===== config.mk =====
export PLATFORM = sky130hd
export DESIGN_NAME = subsec_tick_irq
export DESIGN_NICKNAME = d
export VERILOG_FILES = /design/src/rtl/subsec_pkg.sv /design/src/rtl/subsec_tick_counter.sv /design/src/rtl/subsec_ctl_reg.sv /design/src/rtl/subsec_event_sel.sv /design/src/rtl/subsec_irq_flag.sv /design/src/rtl/subsec_tick_irq.sv
export SDC_FILE = /design/constraint.sdc
export NUM_CORES = 1
export LEC_CHECK = 0
export ABC_AREA = 1
export CORE_MARGIN = 2
export CORE_UTILIZATION = 40
export DETAILED_ROUTE_END_ITERATION = 8
export GPL_TIMING_DRIVEN = 0
export HOLD_SLACK_MARGIN = 0.15
export PLACE_DENSITY_LB_ADDON = 0.1
export SYNTH_ARGS = -nofsm -noshare
export SYNTH_HDL_FRONTEND = slang
export SYNTH_HIERARCHICAL = 1
export SYNTH_SLANG_ARGS = --single-unit

===== constraint.sdc =====
create_clock -name clk -period 1.5 [get_ports clk]
set_input_delay 0.3 -clock clk [delete_from_list [all_inputs] [get_ports clk]]
set_output_delay 0.3 -clock clk [all_outputs]
set_load 0.01 [all_outputs]

===== src/rtl/subsec_pkg.sv =====
package subsec_pkg;

  // log2 of the interrupt period for a given select code
  function automatic int unsigned tap_log2(input int unsigned base_log2,
                                           input int unsigned code);
    return base_log2 + code;
  endfunction

  // all-ones mask of the given number of low bits (32-bit result)
  function automatic logic [31:0] low_mask(input int unsigned nbits);
    if (nbits >= 32) return '1;
    return (32'd1 << nbits) - 32'd1;
  endfunction

endpackage


===== src/rtl/subsec_tick_counter.sv =====
module subsec_tick_counter #(
  parameter int CNT_W = 15
) (
  input  logic             clk,
  input  logic             rst_n,
  input  logic             tick_en,
  output logic [CNT_W-1:0] cnt_q,
  output logic             wrap_o
);

  always_ff @(posedge clk) begin
    if (!rst_n)       cnt_q <= '0;
    else if (tick_en) cnt_q <= cnt_q + CNT_W'(1);
  end

  // the tick that carries the counter from all-ones back to zero
  assign wrap_o = tick_en && (&cnt_q);

endmodule


===== src/rtl/subsec_ctl_reg.sv =====
module subsec_ctl_reg #(
  parameter int SEL_W  = 3,
  parameter int CTL_W  = 8,
  parameter int EN_BIT = 7
) (
  input  logic             clk,
  input  logic             rst_n,
  input  logic             we,
  input  logic [CTL_W-1:0] wdata,
  output logic [SEL_W-1:0] sel_q,
  output logic             en_q,
  output logic [CTL_W-1:0] rdata
);

  always_ff @(posedge clk) begin
    if (!rst_n) begin
      sel_q <= '0;
      en_q  <= 1'b0;
    end else if (we) begin
      sel_q <= wdata[SEL_W-1:0];
      en_q  <= wdata[EN_BIT];
    end
  end

  // reserved positions are not stored and read as zero
  always_comb begin
    rdata              = '0;
    rdata[SEL_W-1:0]   = sel_q;
    rdata[EN_BIT]      = en_q;
  end

endmodule


===== src/rtl/subsec_event_sel.sv =====
module subsec_event_sel
  import subsec_pkg::*;
#(
  parameter int CNT_W     = 15,
  parameter int SEL_W     = 3,
  parameter int BASE_LOG2 = 4
) (
  input  logic [CNT_W-1:0] cnt,
  input  logic [SEL_W-1:0] sel,
  input  logic             tick_en,
  input  logic             en,
  output logic [CNT_W-1:0] mask,
  output logic             boundary,
  output logic             evt
);

  localparam int NCODE = 1 << SEL_W;

  logic [CNT_W-1:0] mask_tab [NCODE];

  for (genvar g = 0; g < NCODE; g++) begin : g_tap
    localparam int unsigned LG = tap_log2(BASE_LOG2, g);
    assign mask_tab[g] = CNT_W'(low_mask(LG));
  end

  assign mask = mask_tab[sel];

  // low bits all ones: this tick brings them back to zero
  assign boundary = tick_en && ((cnt & mask) == mask);
  assign evt      = boundary && en;

endmodule


===== src/rtl/subsec_irq_flag.sv =====
module subsec_irq_flag (
  input  logic clk,
  input  logic rst_n,
  input  logic set_i,
  input  logic clr_i,
  output logic flag_q
);

  always_ff @(posedge clk) begin
    if (!rst_n)      flag_q <= 1'b0;
    else if (set_i)  flag_q <= 1'b1;   // new event beats the clear
    else if (clr_i)  flag_q <= 1'b0;
  end

endmodule


===== src/rtl/subsec_tick_irq.sv =====
module subsec_tick_irq #(
  parameter int CNT_W     = 15,
  parameter int SEL_W     = 3,
  parameter int BASE_LOG2 = 4,
  parameter int CTL_W     = 8,
  parameter int EN_BIT    = 7
) (
  input  logic             clk,
  input  logic             rst_n,
  input  logic             tick_en,
  input  logic             ctl_we,
  input  logic [CTL_W-1:0] ctl_wdata,
  output logic [CTL_W-1:0] ctl_rdata,
  input  logic             irq_clr,
  output logic             irq
);

  localparam int MAX_LOG2 = BASE_LOG2 + (1 << SEL_W) - 1;

  initial begin
    if (MAX_LOG2 > CNT_W) $error("longest period exceeds counter width");
    if (EN_BIT < SEL_W || EN_BIT >= CTL_W) $error("enable bit position invalid");
  end

  logic [CNT_W-1:0] cnt_q;
  logic             sec_wrap;
  logic [SEL_W-1:0] sel_q;
  logic             en_q;
  logic [CNT_W-1:0] tap_mask;
  logic             tap_boundary;
  logic             evt;

  subsec_tick_counter #(.CNT_W(CNT_W)) u_cnt (
    .clk     (clk),
    .rst_n   (rst_n),
    .tick_en (tick_en),
    .cnt_q   (cnt_q),
    .wrap_o  (sec_wrap)
  );

  subsec_ctl_reg #(.SEL_W(SEL_W), .CTL_W(CTL_W), .EN_BIT(EN_BIT)) u_ctl (
    .clk   (clk),
    .rst_n (rst_n),
    .we    (ctl_we),
    .wdata (ctl_wdata),
    .sel_q (sel_q),
    .en_q  (en_q),
    .rdata (ctl_rdata)
  );

  subsec_event_sel #(.CNT_W(CNT_W), .SEL_W(SEL_W), .BASE_LOG2(BASE_LOG2)) u_evt (
    .cnt      (cnt_q),
    .sel      (sel_q),
    .tick_en  (tick_en),
    .en       (en_q),
    .mask     (tap_mask),
    .boundary (tap_boundary),
    .evt      (evt)
  );

  subsec_irq_flag u_flag (
    .clk    (clk),
    .rst_n  (rst_n),
    .set_i  (evt),
    .clr_i  (irq_clr),
    .flag_q (irq)
  );

endmodule


==> run_results.csv <==
group,metric,value,unit
run_status,outcome,"finished, final reports clean",
cells_and_area,layout-drive-gt1-share,0.148,
clock_tree,clk_pin_slew,0.09,ns
power,pwr-share-clk,0.278,
sta,slew_viol_final,0,
die,die_h,53.3,um
die,coreArea,2250,sq um
cells_and_area,final_area,1160,sq um
cells_and_area,insertedDiodeCount,0,
die,dieArea,2840,sq um
power,pwr-share-seq,0.556,
cells_and_area,num-fill-cells,250,
sta,layout_min_cycle_time,1.33,ns
critical_path,crit_fanout,10,
sta,rsz0062_at_grt,"false",
synthesis,avgSynthCellArea,6.45,sq um
sta,setup_slack,0.169,ns
sta,period_share,0.888,
placement,place_congestion,0.802,
global_route,grt_pass1_wl,3390,um
placement,dp_hpwl,1430,um
global_route,grt_pass1_vias,826,
global_route,grt-ovfl-total,0,
clock_tree,cts_tree,"yes",
die,rows,17,
clock_tree,cts_buffers,3,
routing,num_vias,861,
sta,fmax,751,MHz
sta,hold_violations,0,
clock_tree,ctsHtreeMaxLevel,1,
placement,place_ws,-0.126,ns
routing,drt-total-wl,1850,um
clock_tree,clk_latency,0.28,ns
cells_and_area,nets,185,
cells_and_area,syn_to_final_growth,19.5,%
critical_path,startpoint_type,"input port",
power,swShare,0.260,
clock_tree,numClockSinks,16,
power,power_density,695,nW/um^2
power,p_sw,0.210,mW
sta,setup_violations,0,
clock_tree,ctsHoldBuffers,0,
die,dieWidth,53.3,um
routing,drc,0,
placement,io_buffers,12,
power,power.leakage,0.574,nW
global_route,grt_max_degree,11,
placement,place_area,1140,sq um
power,p_int,0.598,mW
routing,first_iter_violations,9,
die,initial_core_util,0.432,
synthesis,yosys_warnings,6,
synthesis,syn_inst,151,
clock_tree,clock_path_buffers,2,
routing,ant_nets,0,
critical_path,required,1.68,ns
global_route,grt_antenna_before_repair,0,
critical_path,criticalPathCategory,"in2reg",
critical_path,critPathCaptureType,"flip-flop",
synthesis,synth_area,973,sq um
die,io_pins,22,
critical_path,cp_data_arrival_time,1.51,ns
flow_run,maxCapViolations,0,
power,comb_power_share,0.166,
min_path,hold_class,"in2reg",
power,peakVddDrop,0.370,mV
routing,post_drt_wl_per_cell,9.41,um
cells_and_area,post-route-util,0.516,
routing,drt_first_pass_iters,4,
clock_tree,cts_root_buffer,"clkbuf_4",
routing,viasPerCell,4.37,
sta,clock_skew,0.00424,ns
global_route,grtUsageTotal,0.168,
final timing paths:
path,from,endpoint,slack (ns),cells after the start
setup / recovery,tick_en,u_cnt/cnt_q[6],0.17,7
setup reg to reg,u_cnt/cnt_q[1],u_cnt/cnt_q[6],0.22,6
hold reg to reg,u_flag/flag_q,u_flag/flag_q,0.47,2
hold / removal,ctl_we,u_ctl/sel_q[0],0.27,3
sequential cells by signal, indices dropped and copies added, names as in the netlist:
signal	flops
u_ctl/sel_q	3
u_flag/flag_q	1
u_ctl/en_q	1
u_cnt/cnt_q	11
area by class of cell:
cell class / count / area, sq um / share of cell area
inverters: 27 / 101 / 0.0871
flip-flops and latches: 16 / 320 / 0.275
repair buffers: 12 / 121 / 0.104
plain buffers: 11 / 86.3 / 0.0742
well taps: 28 / 35.0 / 0.0301
multi-input cells: 100 / 477 / 0.410
clock buffers: 3 / 22.5 / 0.0194
what timing repair did:
item                                    in CTS  in global routing
buffers inserted                             0                  0
resized for setup                            3                  2
endpoints found under the hold margin        0                  0
endpoints found under the setup margin       3                  2
per-stage QoR:
stage          setup TNS (ns)  hold WS [ns]  total power [mW]  instances
6_report                    0         0.270             0.808        197
2_1_floorplan               0         0.420             0.548        154
5_1_grt                     0         0.271             0.870        197
3_3_place_gp           -0.181         0.455             0.596        194
4_1_cts                     0         0.263             0.826        197
3_5_place_dp           -0.243         0.465             0.599        194
placed cells by master, fill, tap and decap left out, drive strengths merged:
| cell | n |
|---|---|
| a31oi | 1 |
| conb | 4 |
| inv | 27 |
| clkbuf | 3 |
| nor3b | 1 |
| ha | 1 |
| dlymetal6s2s | 2 |
| nand4 | 2 |
| dlygate4sd2 | 3 |
| dfxtp | 16 |
| nor2 | 28 |
| xor2 | 1 |
| nand2 | 42 |
| clkdlybuf4s50 | 7 |
| buf | 11 |
| a21oi | 7 |
| o21ai | 4 |
| nand3 | 8 |
| nor3 | 1 |
power by group through the flow:
stage | combinational [mW] | sequential (mW) | clock, mW
2_1_floorplan | 0.0878 | 0.460 | 0
3_3_place_gp | 0.137 | 0.459 | 0
4_1_cts | 0.135 | 0.450 | 0.241
5_1_grt | 0.153 | 0.453 | 0.263
3_5_place_dp | 0.138 | 0.460 | 0
6_report | 0.134 | 0.450 | 0.225
worst max-delay path, cell delays in order:
cell             delay (ns)
clkdlybuf4s50_1        0.48
buf_4                  0.18
nand2_1                0.11
nor2_2                 0.14
nand2_1                0.09
o21ai_0                0.15
nor2_1                 0.07
per-layer routing:
metal | vias up | share of wire | global-route usage
li1 | 479 | - | -
met1 | 365 | 0.50 | 0.203
met2 | 13 | 0.45 | 0.278
met3 | 4 | 0.032 | 0.0339
met4 | 0 | 0.017 | 0.0855
met5 | - | 0 | 0
No activity file was read; power rests on OpenSTA's default activity.
